==> src/rtl/rstc_pkg.sv <==
package rstc_pkg;
  localparam int ADDR_W   = 13;
  localparam int DOM_W    = 14;
  localparam int CORES    = 4;
  localparam int IDX_W    = 4;
  localparam int STRIDE   = 8;
  localparam int INV_BIT  = 8;

  localparam logic [ADDR_W-1:0] OFF_REQ    = 13'h0520;
  localparam logic [ADDR_W-1:0] OFF_REL    = 13'h0524;
  localparam logic [ADDR_W-1:0] OFF_STAT   = 13'h1520;
  localparam logic [ADDR_W-1:0] OFF_SFMODE = 13'h000C;
  localparam logic [ADDR_W-1:0] OFF_SFINV  = 13'h0010;

  localparam int L2_BIT    = 8;
  localparam int CLDBG_BIT = 13;
  localparam int VEC_BASE  = 4;
  localparam int CDBG_BASE = 9;
  localparam int WFI_BASE  = 16;
  localparam int WFE_BASE  = 20;
  localparam int ACK_BASE  = 24;

  typedef enum logic [1:0] {SEL_ZERO, SEL_STATUS, SEL_MODE} rdSelT;

  typedef struct packed {
    logic             setWr;
    logic             clrWr;
    logic             modeWr;
    logic             invWr;
    logic [IDX_W-1:0] wrIdx;
    rdSelT            rdSel;
    logic [IDX_W-1:0] rdIdx;
  } strobeT;

  // Power-on domain word: the boot core of cluster 0 and its shared domains run.
  function automatic logic [DOM_W-1:0] bootWord(int c);
    logic [DOM_W-1:0] keepRunning;
    keepRunning = '0;
    keepRunning[0] = 1'b1;
    keepRunning[VEC_BASE] = 1'b1;
    keepRunning[CDBG_BASE] = 1'b1;
    keepRunning[L2_BIT] = 1'b1;
    keepRunning[CLDBG_BIT] = 1'b1;
    return (c == 0) ? ~keepRunning : '1;
  endfunction
endpackage

==> src/rtl/rstc_ctrl.sv <==
module rstc_ctrl
  import rstc_pkg::*;
#(
  parameter int NUM_CLUSTERS = 4
) (
  input  logic              clk,
  input  logic              rstN,
  input  logic              reqValid,
  input  logic              reqWrite,
  input  logic [ADDR_W-1:0] reqAddr,
  input  logic              invBit,
  output logic              reqReady,
  output logic              rspValid,
  output strobeT            strobe
);
  logic             hitReq, hitRel, hitStat;
  logic [IDX_W-1:0] hitIdx;
  logic             hitMode, hitInv;
  logic             wrAcc, rdAcc;
  rdSelT            rdSelQ;
  logic [IDX_W-1:0] rdIdxQ;

  always_comb begin
    hitReq  = 1'b0;
    hitRel  = 1'b0;
    hitStat = 1'b0;
    hitIdx  = '0;
    for (int c = 0; c < NUM_CLUSTERS; c++) begin
      if (reqAddr == OFF_REQ + ADDR_W'(STRIDE * c)) begin
        hitReq = 1'b1;
        hitIdx = IDX_W'(c);
      end
      if (reqAddr == OFF_REL + ADDR_W'(STRIDE * c)) begin
        hitRel = 1'b1;
        hitIdx = IDX_W'(c);
      end
      if (reqAddr == OFF_STAT + ADDR_W'(STRIDE * c)) begin
        hitStat = 1'b1;
        hitIdx  = IDX_W'(c);
      end
    end
  end

  assign hitMode  = (reqAddr == OFF_SFMODE);
  assign hitInv   = (reqAddr == OFF_SFINV);
  assign reqReady = 1'b1;
  assign wrAcc    = reqValid && reqReady && reqWrite;
  assign rdAcc    = reqValid && reqReady && !reqWrite;

  always_ff @(posedge clk or negedge rstN) begin
    if (!rstN) begin
      rspValid <= 1'b0;
      rdSelQ   <= SEL_ZERO;
      rdIdxQ   <= '0;
    end else begin
      rspValid <= rdAcc;
      if (rdAcc) begin
        rdIdxQ <= hitIdx;
        if (hitStat)      rdSelQ <= SEL_STATUS;
        else if (hitMode) rdSelQ <= SEL_MODE;
        else              rdSelQ <= SEL_ZERO;
      end
    end
  end

  always_comb begin
    strobe.setWr  = wrAcc && hitReq;
    strobe.clrWr  = wrAcc && hitRel;
    strobe.modeWr = wrAcc && hitMode;
    strobe.invWr  = wrAcc && hitInv && invBit;
    strobe.wrIdx  = hitIdx;
    strobe.rdSel  = rdSelQ;
    strobe.rdIdx  = rdIdxQ;
  end
endmodule

==> src/rtl/rstc_dpath.sv <==
module rstc_dpath
  import rstc_pkg::*;
#(
  parameter int NUM_CLUSTERS  = 4,
  parameter int SETTLE_CYCLES = 16,
  parameter int SNOOP_LAG     = 4
) (
  input  logic                          clk,
  input  logic                          rstN,
  input  strobeT                        strobe,
  input  logic [DOM_W-1:0]              wdata,
  input  logic [NUM_CLUSTERS*CORES-1:0] coreWfi,
  input  logic [NUM_CLUSTERS*CORES-1:0] coreWfe,
  input  logic [NUM_CLUSTERS*CORES-1:0] coreDbgAck,
  output logic [NUM_CLUSTERS*DOM_W-1:0] domainReset,
  output logic [NUM_CLUSTERS-1:0]       snoopEnable,
  output logic                          snoopInvalidate,
  output logic [31:0]                   rdData
);
  localparam int SC_W = $clog2(SETTLE_CYCLES + 1);
  localparam int SL_W = $clog2(SNOOP_LAG + 1);

  logic [31:0] statWord [NUM_CLUSTERS];

  for (genvar c = 0; c < NUM_CLUSTERS; c++) begin : gCluster
    logic [DOM_W-1:0] tgtDom, curDom;
    logic [SC_W-1:0]  settleCnt;
    logic             wrHere;
    logic [CORES-1:0] coreRun;

    assign wrHere = (strobe.setWr || strobe.clrWr) && (strobe.wrIdx == IDX_W'(c));

    always_ff @(posedge clk or negedge rstN) begin
      if (!rstN) begin
        tgtDom    <= bootWord(c);
        curDom    <= bootWord(c);
        settleCnt <= '0;
      end else if (wrHere) begin
        tgtDom    <= strobe.setWr ? (tgtDom | wdata) : (tgtDom & ~wdata);
        settleCnt <= SC_W'(SETTLE_CYCLES);
      end else if (settleCnt == SC_W'(1)) begin
        curDom    <= tgtDom;
        settleCnt <= '0;
      end else if (settleCnt != '0) begin
        settleCnt <= settleCnt - 1'b1;
      end
    end

    assign coreRun = ~curDom[CORES-1:0];
    assign domainReset[c*DOM_W +: DOM_W] = curDom;

    always_comb begin
      statWord[c] = '0;
      statWord[c][DOM_W-1:0] = curDom;
      statWord[c][WFI_BASE +: CORES] = coreWfi[c*CORES +: CORES] & coreRun;
      statWord[c][WFE_BASE +: CORES] = coreWfe[c*CORES +: CORES] & coreRun;
      statWord[c][ACK_BASE +: CORES] = coreDbgAck[c*CORES +: CORES];
    end
  end

  logic [NUM_CLUSTERS-1:0] sfTgt, sfCur;
  logic [SL_W-1:0]         sfCnt;

  always_ff @(posedge clk or negedge rstN) begin
    if (!rstN) begin
      sfTgt <= NUM_CLUSTERS'(1);
      sfCur <= NUM_CLUSTERS'(1);
      sfCnt <= '0;
    end else if (strobe.modeWr) begin
      sfTgt <= wdata[NUM_CLUSTERS-1:0];
      sfCnt <= SL_W'(SNOOP_LAG);
    end else if (sfCnt == SL_W'(1)) begin
      sfCur <= sfTgt;
      sfCnt <= '0;
    end else if (sfCnt != '0) begin
      sfCnt <= sfCnt - 1'b1;
    end
  end

  always_ff @(posedge clk or negedge rstN) begin
    if (!rstN) snoopInvalidate <= 1'b0;
    else       snoopInvalidate <= strobe.invWr;
  end

  assign snoopEnable = sfCur;

  always_comb begin
    rdData = '0;
    case (strobe.rdSel)
      SEL_STATUS: begin
        for (int c = 0; c < NUM_CLUSTERS; c++)
          if (strobe.rdIdx == IDX_W'(c)) rdData = statWord[c];
      end
      SEL_MODE: rdData = 32'(sfCur);
      default:  rdData = '0;
    endcase
  end
endmodule

==> src/rtl/cluster_reset_ctrl.sv <==
module cluster_reset_ctrl
  import rstc_pkg::*;
#(
  parameter int NUM_CLUSTERS  = 4,
  parameter int SETTLE_CYCLES = 16,
  parameter int SNOOP_LAG     = 4
) (
  input  logic                          clk,
  input  logic                          rstN,
  input  logic                          reqValid,
  output logic                          reqReady,
  input  logic                          reqWrite,
  input  logic [12:0]                   reqAddr,
  input  logic [31:0]                   reqWdata,
  output logic                          rspValid,
  output logic [31:0]                   rspData,
  input  logic [NUM_CLUSTERS*4-1:0]     coreWfi,
  input  logic [NUM_CLUSTERS*4-1:0]     coreWfe,
  input  logic [NUM_CLUSTERS*4-1:0]     coreDbgAck,
  output logic [NUM_CLUSTERS*14-1:0]    domainReset,
  output logic [NUM_CLUSTERS-1:0]       snoopEnable,
  output logic                          snoopInvalidate
);
  strobeT strobe;

  rstc_ctrl #(.NUM_CLUSTERS(NUM_CLUSTERS)) uCtrl (
    .clk      (clk),
    .rstN     (rstN),
    .reqValid (reqValid),
    .reqWrite (reqWrite),
    .reqAddr  (reqAddr),
    .invBit   (reqWdata[INV_BIT]),
    .reqReady (reqReady),
    .rspValid (rspValid),
    .strobe   (strobe)
  );

  rstc_dpath #(
    .NUM_CLUSTERS  (NUM_CLUSTERS),
    .SETTLE_CYCLES (SETTLE_CYCLES),
    .SNOOP_LAG     (SNOOP_LAG)
  ) uDpath (
    .clk             (clk),
    .rstN            (rstN),
    .strobe          (strobe),
    .wdata           (reqWdata[DOM_W-1:0]),
    .coreWfi         (coreWfi),
    .coreWfe         (coreWfe),
    .coreDbgAck      (coreDbgAck),
    .domainReset     (domainReset),
    .snoopEnable     (snoopEnable),
    .snoopInvalidate (snoopInvalidate),
    .rdData          (rspData)
  );
endmodule

==> config.mk <==
export PLATFORM = sky130hd
export DESIGN_NAME = cluster_reset_ctrl
export DESIGN_NICKNAME = d
export VERILOG_FILES = /design/src/rtl/rstc_pkg.sv /design/src/rtl/rstc_ctrl.sv /design/src/rtl/rstc_dpath.sv /design/src/rtl/cluster_reset_ctrl.sv
export SDC_FILE = /design/constraint.sdc
export NUM_CORES = 1
export LEC_CHECK = 0
export ABC_AREA = 1
export BUFFER_PORTS_ARGS = -buffer_cell sky130_fd_sc_hd__buf_2
export CORE_ASPECT_RATIO = 0.9
export CORE_MARGIN = 4
export CORE_UTILIZATION = 35
export CTS_CLUSTER_SIZE = 8
export DETAILED_ROUTE_END_ITERATION = 6
export PLACE_DENSITY = 0.65
export SLEW_MARGIN = 0
export SYNTH_ARGS = -nofsm -noshare
export SYNTH_HDL_FRONTEND = slang
export SYNTH_SLANG_ARGS = --single-unit
==> constraint.sdc <==
create_clock -name clk -period 1.6 [get_ports clk]
set_clock_uncertainty 0.1 [all_clocks]
set_input_delay 0.08 -clock clk [delete_from_list [all_inputs] [get_ports clk]]
set_output_delay 0.08 -clock clk [all_outputs]
set_load 0.02 [all_outputs]
==> reports/summary.txt, run 1 <==
LAYOUT
--------------------------------------------------------------------------------------------------------
Layout cells sized above 1                                                                        42.98%
Top library cells by usage in the layout, fill and taps aside                               289 x sky130_fd_sc_hd__nand2_1, 140 x sky130_fd_sc_hd__buf_2, 134 x sky130_fd_sc_hd__nand3_1
Number of diodes                                                                                       0
Most common cell after layout, fill and taps aside                                          sky130_fd_sc_hd__nand2_1
Fillers                                                                                            2,100
Layout overhead on the synthesized area                                                           44.22%
Utilization of the core after routing                                                             51.60%
Final nets                                                                                         1,386

ROUTE
--------------------------------------------------------------------------------------------------------
DR DRC count                                                                                           0
Final wirelength                                                                               26,700 µm
Average detailed-routed wire length per instance                                                16.83 µm
First-pass detailed-route iteration total                                                              5
Number of vias per cell after detailed routing                                                     5.082
Number of antenna-violating nets in the routed design                                                  0
Vias after detailed routing                                                                        8,060
Drt initial violations                                                                               584

FLOORPLAN
--------------------------------------------------------------------------------------------------------
Vertical die dimension                                                                          152.3 µm
Boundary Pins                                                                                        192
Floorplan core area                                                                          0.02264 mm²
Starting utilization of the core area                                                             35.78%
Number of standard-cell rows in the floorplan                                                         52
Die Width                                                                                       168.4 µm
Die ar.                                                                                      0.02565 mm²

TIMING
--------------------------------------------------------------------------------------------------------
Smallest setup slack after layout                                                              -489.3 ps
Fmax                                                                                          0.4786 GHz
Final worst path period share                                                                     130.6%
Pins Over Slew Limit                                                                                   0
Final hold violation count                                                                             0
RSZ-0062 raised after global routing                                                                true
Minimum hold slack                                                                              6.899 ps
Sum of negative setup slack                                                                   -11,290 ps
Shortest period the worst path allows                                                            2089 ps
Number of setup violations in the final report                                                        26

SETUP PATH
--------------------------------------------------------------------------------------------------------
Critical path's largest stage delay                                                               480 ps
Critical path buffer and inverter count                                                                3
Register-to-register path setup slack                                                              60 ps
Arrival @ worst endpoint                                                                         1910 ps
Critical path peak fanout                                                                              5
Endpoint required time on the critical path                                                      1420 ps
Reg2Reg Depth                                                                                          9
Start point of the critical path                                                            uCtrl.rdIdxQ[1]
Most frequent cell on the critical path                                                     sky130_fd_sc_hd__nor2_4
Critical Path Sink Type                                                                       output pin
Cell with the biggest individual delay on the critical path                                 sky130_fd_sc_hd__dfrtp_2
Largest delay share family, worst path                                                      simple AND/OR/NAND/NOR gates
Cell chain of the critical path                                                             inv_2 -> nor2_4 -> clkinv_4 -> nor2_4 -> nand2_2 -> o21ai_2 -> a221oi_2 -> nor2_4 -> buf_6
Cell count along the critical path                                                                     9
Worst reg2reg startpoint                                                                    uDpath.gCluster[3].settleCnt[1]
Worst Setup Path Type                                                                            reg2out
Worst reg2reg path endpoint                                                                 uDpath.gCluster[3].curDom[12]
Kind of start point of the critical path                                                            flop

YOSYS
--------------------------------------------------------------------------------------------------------
Number of synthesized flops with an enable pin                                                         0
Share of async-settable or async-resettable flops after synthesis                                 100.0%
Register area share after synthesis                                                               47.64%
Flops & latches, synth                                                                               149
Dominant synthesized flop cell                                                              sky130_fd_sc_hd__dfstp_2
Mapped Area                                                                                 0.008100 mm²
Syn Inst Count                                                                                     1,006
Netlist cell types                                                                                    46
Ys Warns                                                                                               0
Mean area per synthesized cell                                                                 8.052 µm²

GLOBAL ROUTE
--------------------------------------------------------------------------------------------------------
Pin count of the biggest net entering global routing                                                  48
Global-route wire length before repair                                                         41,300 µm
Overflow after GRT                                                                                     0
Initial antenna violation count                                                                        0
Via count of the first global-routing pass                                                         7,611
All-Layer GR Usage                                                                                19.73%

PLACED DESIGN
--------------------------------------------------------------------------------------------------------
HPWL after DPL                                                                                 19,510 µm
I/O Buffers                                                                                          166
GP Congestion                                                                                     0.9050

OUTCOME
--------------------------------------------------------------------------------------------------------
Run status                                                                                  finished with violations
Failing checks                                                                              negative setup slack

HOLD PATH
--------------------------------------------------------------------------------------------------------
Path category of the worst min-delay check                                                        in2reg
Worst Hold Path EP                                                                          uDpath.snoopInvalidate
Hold Crit Depth                                                                                        5
Min-delay src                                                                                 reqAddr[0]

CLOCK TREE
--------------------------------------------------------------------------------------------------------
Clock tree from TritonCTS                                                                            yes
CTS Buffer Depth                                                                                       2
CTS Buf Count                                                                                         17
Post-CTS clock slew at the launch and capture registers of the worst setup and hold paths          60 ps
Clock tree sinks                                                                                     149
Root Buffer                                                                                 sky130_fd_sc_hd__clkbuf_16
Worst-skew pair later-pin latency                                                                 430 ps
CTS H-Tree Depth                                                                                       4

POWER AND IR DROP
--------------------------------------------------------------------------------------------------------
Sequential cell fraction of total power                                                            39.0%
Worst IR drop on VDD                                                                         0.0008059 V
Pwr dens                                                                                    918.1 mW/mm²
Proportion of total power due to net switching                                                    30.82%
Gate power share                                                                                   25.2%
Clock network fraction of total power                                                              35.8%
Total chip power                                                                                10.73 mW
Psw                                                                                             3.306 mW
Leak Pwr                                                                                        5.822 nW
P_int                                                                                           7.420 mW

FLOW RUN
--------------------------------------------------------------------------------------------------------
# Max-Cap Violations                                                                                   0

[worst reg2reg max path, stage by stage, from the launching register on]
cell,delay (ps)
sky130_fd_sc_hd__dfrtp_1,400
sky130_fd_sc_hd__inv_2,110
sky130_fd_sc_hd__ha_4,150
sky130_fd_sc_hd__inv_1,40
sky130_fd_sc_hd__nor2_1,90
sky130_fd_sc_hd__nand2_1,90
sky130_fd_sc_hd__inv_2,140
sky130_fd_sc_hd__buf_2,200
sky130_fd_sc_hd__nand3_1,90
sky130_fd_sc_hd__nand2_1,70
[metrics by stage]
| step | cell area (µm²) | cells | worst slack [ps] |
|---|---|---|---|
| after floorplan | 8339 | 1011 | -34.90 |
| after CTS | 11320 | 1576 | -439.2 |
| final | 11680 | 1586 | -489.3 |
| after global routing | 11680 | 1586 | -576.8 |
| after global placement | 10170 | 1521 | -267.8 |
| after detailed placement | 10170 | 1521 | -295.4 |
[area by class of cell]
type                    instances  area, µm²  share of cell area [%]
clock inverters                11      103.9                  0.8889
multi-input cells             723       4218                   36.10
flip-flops and latches        149       3864                   33.07
well taps                     297      371.6                   3.181
inverters                      88      346.6                   2.967
repair buffers                297       2318                   19.85
clock buffers                  21      460.4                   3.941
[kinds of logic after synthesis]
group / share of synthesized area (%)
fa+ha+maj: 2.008
flops: 47.64
buf+inv: 8.063
other cells: 0.09271
compound gates: 8.743
simple gates: 32.59
xor+xnor: 0.8650
[power groups by stage]
| stage | registers [mW] | logic [mW] | clock network [mW] |
|---|---|---|---|
| floorplan | 4.20 | 1.54 | 0 |
| global placement | 4.23 | 2.35 | 0 |
| global route | 4.21 | 3.02 | 4.07 |
| detailed placement | 4.23 | 2.39 | 0 |
| finish | 4.19 | 2.70 | 3.84 |
| CTS | 4.18 | 2.50 | 3.90 |
[timing repair]
action	CTS	global route
setup endpoints to repair	30	92
resized for setup	116	76
pin swaps	9	19
endpoints found under the hold margin	137	1
buffers inserted	5	9
gates cloned	1	1
hold buffers	19	2
[how the worst max path moves through the flow]
stage	to	slack (ps)
2_1_floorplan	rspData[16]	-30
3_3_place_gp	flop	-270
3_5_place_dp	flop	-300
4_1_cts	rspData[17]	-440
5_1_grt	rspData[23]	-580
6_report	rspData[16]	-490
[synth_stat cells, types with 5 or more instances]
cell type | instances | area (µm²)
sky130_fd_sc_hd__dfrtp_1 | 45 | 1126
sky130_fd_sc_hd__o211ai_1 | 6 | 45.04
sky130_fd_sc_hd__o21ai_0 | 62 | 310.3
sky130_fd_sc_hd__dfstp_2 | 104 | 2733
sky130_fd_sc_hd__nand2_1 | 297 | 1115
sky130_fd_sc_hd__a221oi_1 | 5 | 43.79
sky130_fd_sc_hd__nand2_2 | 9 | 56.30
sky130_fd_sc_hd__nor2_1 | 61 | 229.0
sky130_fd_sc_hd__clkbuf_1 | 17 | 63.81
sky130_fd_sc_hd__xor2_1 | 6 | 52.55
sky130_fd_sc_hd__buf_2 | 9 | 45.04
sky130_fd_sc_hd__nor3_1 | 9 | 45.04
sky130_fd_sc_hd__nand3_1 | 136 | 680.7
sky130_fd_sc_hd__nand4_1 | 38 | 237.7
sky130_fd_sc_hd__a21oi_1 | 17 | 85.08
sky130_fd_sc_hd__ha_1 | 13 | 162.7
sky130_fd_sc_hd__inv_2 | 6 | 22.52
sky130_fd_sc_hd__buf_4 | 16 | 120.1
sky130_fd_sc_hd__buf_6 | 8 | 90.09
sky130_fd_sc_hd__nor2_2 | 8 | 50.05
sky130_fd_sc_hd__inv_1 | 81 | 304.0
[per-layer routing]
metal | vias up | track usage (%) | part of all wire [%]
met4 | 0 | 4.869 | 1.1
met5 | - | 0 | 0
li1 | 3877 | - | -
met3 | 22 | 3.372 | 6.2
met2 | 261 | 31.29 | 48
met1 | 3900 | 28.17 | 45
Note: power is estimated with default switching activity, not from simulation.
==> run 2: changes to the inputs <==
--- a/config.mk
+++ b/config.mk
@@ -7,12 +7,14 @@
 export LEC_CHECK = 0
 export ABC_AREA = 1
 export BUFFER_PORTS_ARGS = -buffer_cell sky130_fd_sc_hd__buf_2
+export CELL_PAD_IN_SITES_DETAIL_PLACEMENT = 1
+export CELL_PAD_IN_SITES_GLOBAL_PLACEMENT = 2
 export CORE_ASPECT_RATIO = 0.9
 export CORE_MARGIN = 4
-export CORE_UTILIZATION = 35
+export CORE_UTILIZATION = 28
 export CTS_CLUSTER_SIZE = 8
 export DETAILED_ROUTE_END_ITERATION = 6
-export PLACE_DENSITY = 0.65
+export PLACE_DENSITY = 0.83
 export SLEW_MARGIN = 0
 export SYNTH_ARGS = -nofsm -noshare
 export SYNTH_HDL_FRONTEND = slang
==> run 2 against run 1 <==
  * Worst setup slack worse by 87 ps
  * Global-route usage is 0.87 points lower
  * Die area is 24% higher
  * Clock-buffer cell count stayed put
  * Final cell count is 6.2% higher
  * Register-to-register slack worse by 20 ps
  * Routed wire length is 17% higher
  * Clock power is 5.2% higher
  * Hold slack better by 94 ps
  * The flow still finishes with violations (negative setup slack)
==> reports/summary.txt, run 2 (synthesis results as in run 1) <==
OUTCOME
--------------------------------------------------------------------------------------------------------
Run status                                                                                  finished with violations   unchanged
Failing checks                                                                              negative setup slack   unchanged

LAYOUT
--------------------------------------------------------------------------------------------------------
Number of diodes                                                                                       0   unchanged
Most common cell after layout, fill and taps aside                                          sky130_fd_sc_hd__nand2_1   unchanged
Multi-input logic area                                                                      0.004187 mm²   was 0.004218 mm²
Final nets                                                                                         1,422   was 1,386
Top library cells by usage in the layout, fill and taps aside                               290 x sky130_fd_sc_hd__nand2_1, 139 x sky130_fd_sc_hd__buf_2, 134 x sky130_fd_sc_hd__nand3_1   was 289 x sky130_fd_sc_hd__nand2_1, 140 x sky130_fd_sc_hd__buf_2, 134 x sky130_fd_sc_hd__nand3_1
Layout cells sized above 1                                                                        44.41%   was 42.98%
Sequential cell area                                                                        0.003862 mm²   was 0.003864 mm²
Layout overhead on the synthesized area                                                           48.66%   was 44.22%
Fillers                                                                                            3,322   was 2,100

TIMING
--------------------------------------------------------------------------------------------------------
Worst slew slack as a fraction of its limit                                                       63.79%
Final hold violation count                                                                             0   unchanged
Smallest setup slack after layout                                                              -576.1 ps   was -489.3 ps
Final worst path period share                                                                     136.0%   was 130.6%
Fmax                                                                                          0.4595 GHz   was 0.4786 GHz
Number of setup violations in the final report                                                        26   unchanged
RSZ-0062 raised after global routing                                                                true   unchanged
Shortest period the worst path allows                                                            2176 ps   was 2089 ps
Pins Over Slew Limit                                                                                   0   unchanged
Sum of negative setup slack                                                                   -12,820 ps   was -11,290 ps
Minimum hold slack                                                                              100.6 ps   was 6.899 ps
Actual slew at the worst max-slew pin                                                           543.2 ps

SETUP PATH
--------------------------------------------------------------------------------------------------------
Kind of start point of the critical path                                                            flop   unchanged
Cell with the biggest individual delay on the critical path                                 sky130_fd_sc_hd__dfrtp_1   was sky130_fd_sc_hd__dfrtp_2
Arrival @ worst endpoint                                                                         2000 ps   was 1910 ps
Worst reg2reg path endpoint                                                                 uDpath.gCluster[2].curDom[4]   was uDpath.gCluster[3].curDom[12]
Critical path peak fanout                                                                              6   was 5
Reg2Reg Depth                                                                                          7   was 9
Endpoint required time on the critical path                                                      1420 ps   about the same
Critical path's largest stage delay                                                               410 ps   was 480 ps
Worst Setup Path Type                                                                            reg2out   unchanged
Critical Path Sink Type                                                                       output pin   unchanged
Cell chain of the critical path                                                             buf_6 -> ha_4 -> nor2_4 -> inv_4 -> buf_12 -> a31oi_4 -> buf_6   was inv_2 -> nor2_4 -> clkinv_4 -> nor2_4 -> nand2_2 -> o21ai_2 -> a221oi_2 -> nor2_4 -> buf_6
Register-to-register path setup slack                                                              40 ps   was 60 ps
Worst reg2reg startpoint                                                                    uDpath.gCluster[2].settleCnt[0]   was uDpath.gCluster[3].settleCnt[1]
Most frequent cell on the critical path                                                     sky130_fd_sc_hd__buf_6   was sky130_fd_sc_hd__nor2_4

ROUTE
--------------------------------------------------------------------------------------------------------
Number of vias per cell after detailed routing                                                     4.881   was 5.082
First-pass detailed-route iteration total                                                              4   was 5
Top sig layer                                                                                       met4   unchanged
Number of antenna-violating nets in the routed design                                                  0   unchanged
DRT met1 WL                                                                                    14,610 µm   was 11,970 µm
Final wirelength                                                                               31,130 µm   was 26,700 µm
DR DRC count                                                                                           0   unchanged
Average detailed-routed wire length per instance                                                18.48 µm   was 16.83 µm
Met2 WL                                                                                        15,330 µm   was 12,780 µm
Vias after detailed routing                                                                        8,219   was 8,060
Met3 wirelength from detailed routing                                                             871 µm   was 1648 µm
Drt initial violations                                                                               408   was 584

CLOCK TREE
--------------------------------------------------------------------------------------------------------
CTS Buffer Depth                                                                                       2   unchanged
Clock tree from TritonCTS                                                                            yes   unchanged
Clock tree sinks                                                                                     149   unchanged
CTS Buf Count                                                                                         17   unchanged
Post-CTS clock slew at the launch and capture registers of the worst setup and hold paths          60 ps   about the same
Worst-skew pair later-pin latency                                                                 430 ps   about the same
CTS H-Tree Depth                                                                                       4   unchanged
Root Buffer                                                                                 sky130_fd_sc_hd__clkbuf_16   unchanged

FLOORPLAN
--------------------------------------------------------------------------------------------------------
Number of standard-cell rows in the floorplan                                                         58   was 52
Floorplan core area                                                                          0.02823 mm²   was 0.02264 mm²
Starting utilization of the core area                                                             28.69%   was 35.78%
Die ar.                                                                                      0.03172 mm²   was 0.02565 mm²
Die Width                                                                                       187.3 µm   was 168.4 µm
Vertical die dimension                                                                          169.4 µm   was 152.3 µm
Boundary Pins                                                                                        192   unchanged

PLACED DESIGN
--------------------------------------------------------------------------------------------------------
GP Congestion                                                                                     0.8291   was 0.9050
I/O Buffers                                                                                          166   unchanged
HPWL after DPL                                                                                 23,250 µm   was 19,510 µm

POWER AND IR DROP
--------------------------------------------------------------------------------------------------------
Leak Pwr                                                                                        5.931 nW   was 5.822 nW
Pwr dens                                                                                    935.8 mW/mm²   was 918.1 mW/mm²
Worst IR drop on VDD                                                                         0.0008206 V   was 0.0008059 V

GLOBAL ROUTE
--------------------------------------------------------------------------------------------------------
Via count of the first global-routing pass                                                         8,560   was 7,611
Pin count of the biggest net entering global routing                                                  51   was 48
Initial antenna violation count                                                                        1   was 0
Global-route wire length before repair                                                         48,060 µm   was 41,300 µm
All-Layer GR Usage                                                                                18.87%   was 19.73%
Overflow after GRT                                                                                     0   unchanged

HOLD PATH
--------------------------------------------------------------------------------------------------------
Path category of the worst min-delay check                                                      in2async   was in2reg

FLOW RUN
--------------------------------------------------------------------------------------------------------
# Max-Cap Violations                                                                                   0   unchanged

[run 2: area by class of cell]
cell class                 count  share of cell area (%)
tap                          360                   3.741
multi-input combinational    723                   34.77
inverter                      88                   2.868
timing repair inverter         1                 0.06234
clock buffer                  21                   3.834
timing repair buffer         332                   21.65
clock inverter                10                  0.9975
sequential                   149                   32.08
[run 2: power by group]
part           total, mW  leakage [nW]  switching (mW)  internal (mW)
sequential          4.21          1.67           0.194           4.01
clock               4.04         0.285            1.64           2.40
combinational       3.02          3.98            1.70           1.33
[run 2: stage by stage]
step,total power [mW],setup slack (ps),util (%),instance area (µm²),cells
after floorplan,5.736,-34.90,-,8339,1011
after global placement,6.633,-267.4,36.87,10410,1607
after detailed placement,6.754,-321.6,36.87,10410,1607
after CTS,10.99,-587.4,41.23,11640,1669
after global routing,11.86,-617.4,42.66,12040,1684
final,11.27,-576.1,42.66,12040,1684
[run 2: worst max-delay path by stage]
stage / end / depth (start not counted) / start
6_report: rspData[22] / 7 / uCtrl.rdSelQ[1]
5_1_grt: rspData[11] / 8 / uCtrl.rdSelQ[1]
4_1_cts: rspData[21] / 7 / uCtrl.rdSelQ[1]
3_5_place_dp: uDpath.gCluster[3].settleCnt[0] / 13 / reqAddr[9]
3_3_place_gp: uDpath.gCluster[3].settleCnt[0] / 13 / reqAddr[9]
2_1_floorplan: rspData[16] / 7 / uCtrl.rdIdxQ[0]
[run 2: critical path, delay by kind of cell (launching register included)]
family          cells  cell delay [ps]
simple gates        1              210
compound gates      1              160
flops               1              410
buf+inv             4              560
fa+ha+maj           1              220
[run 2: repair_timing]
action,CTS,global route
gates resized for setup,109,84
hold buffers,22,0
endpoints found under the hold margin,144,0
setup endpoints to repair,42,91
cloned,1,1
pin swaps,9,13
buffers inserted,9,15
[run 2: layer usage]
metal  global-route usage (%)  up-vias
met5                        0        -
met4                    3.889        0
met3                    2.324       20
met2                    31.99      144
met1                    26.18     4110
li1                         -     3945
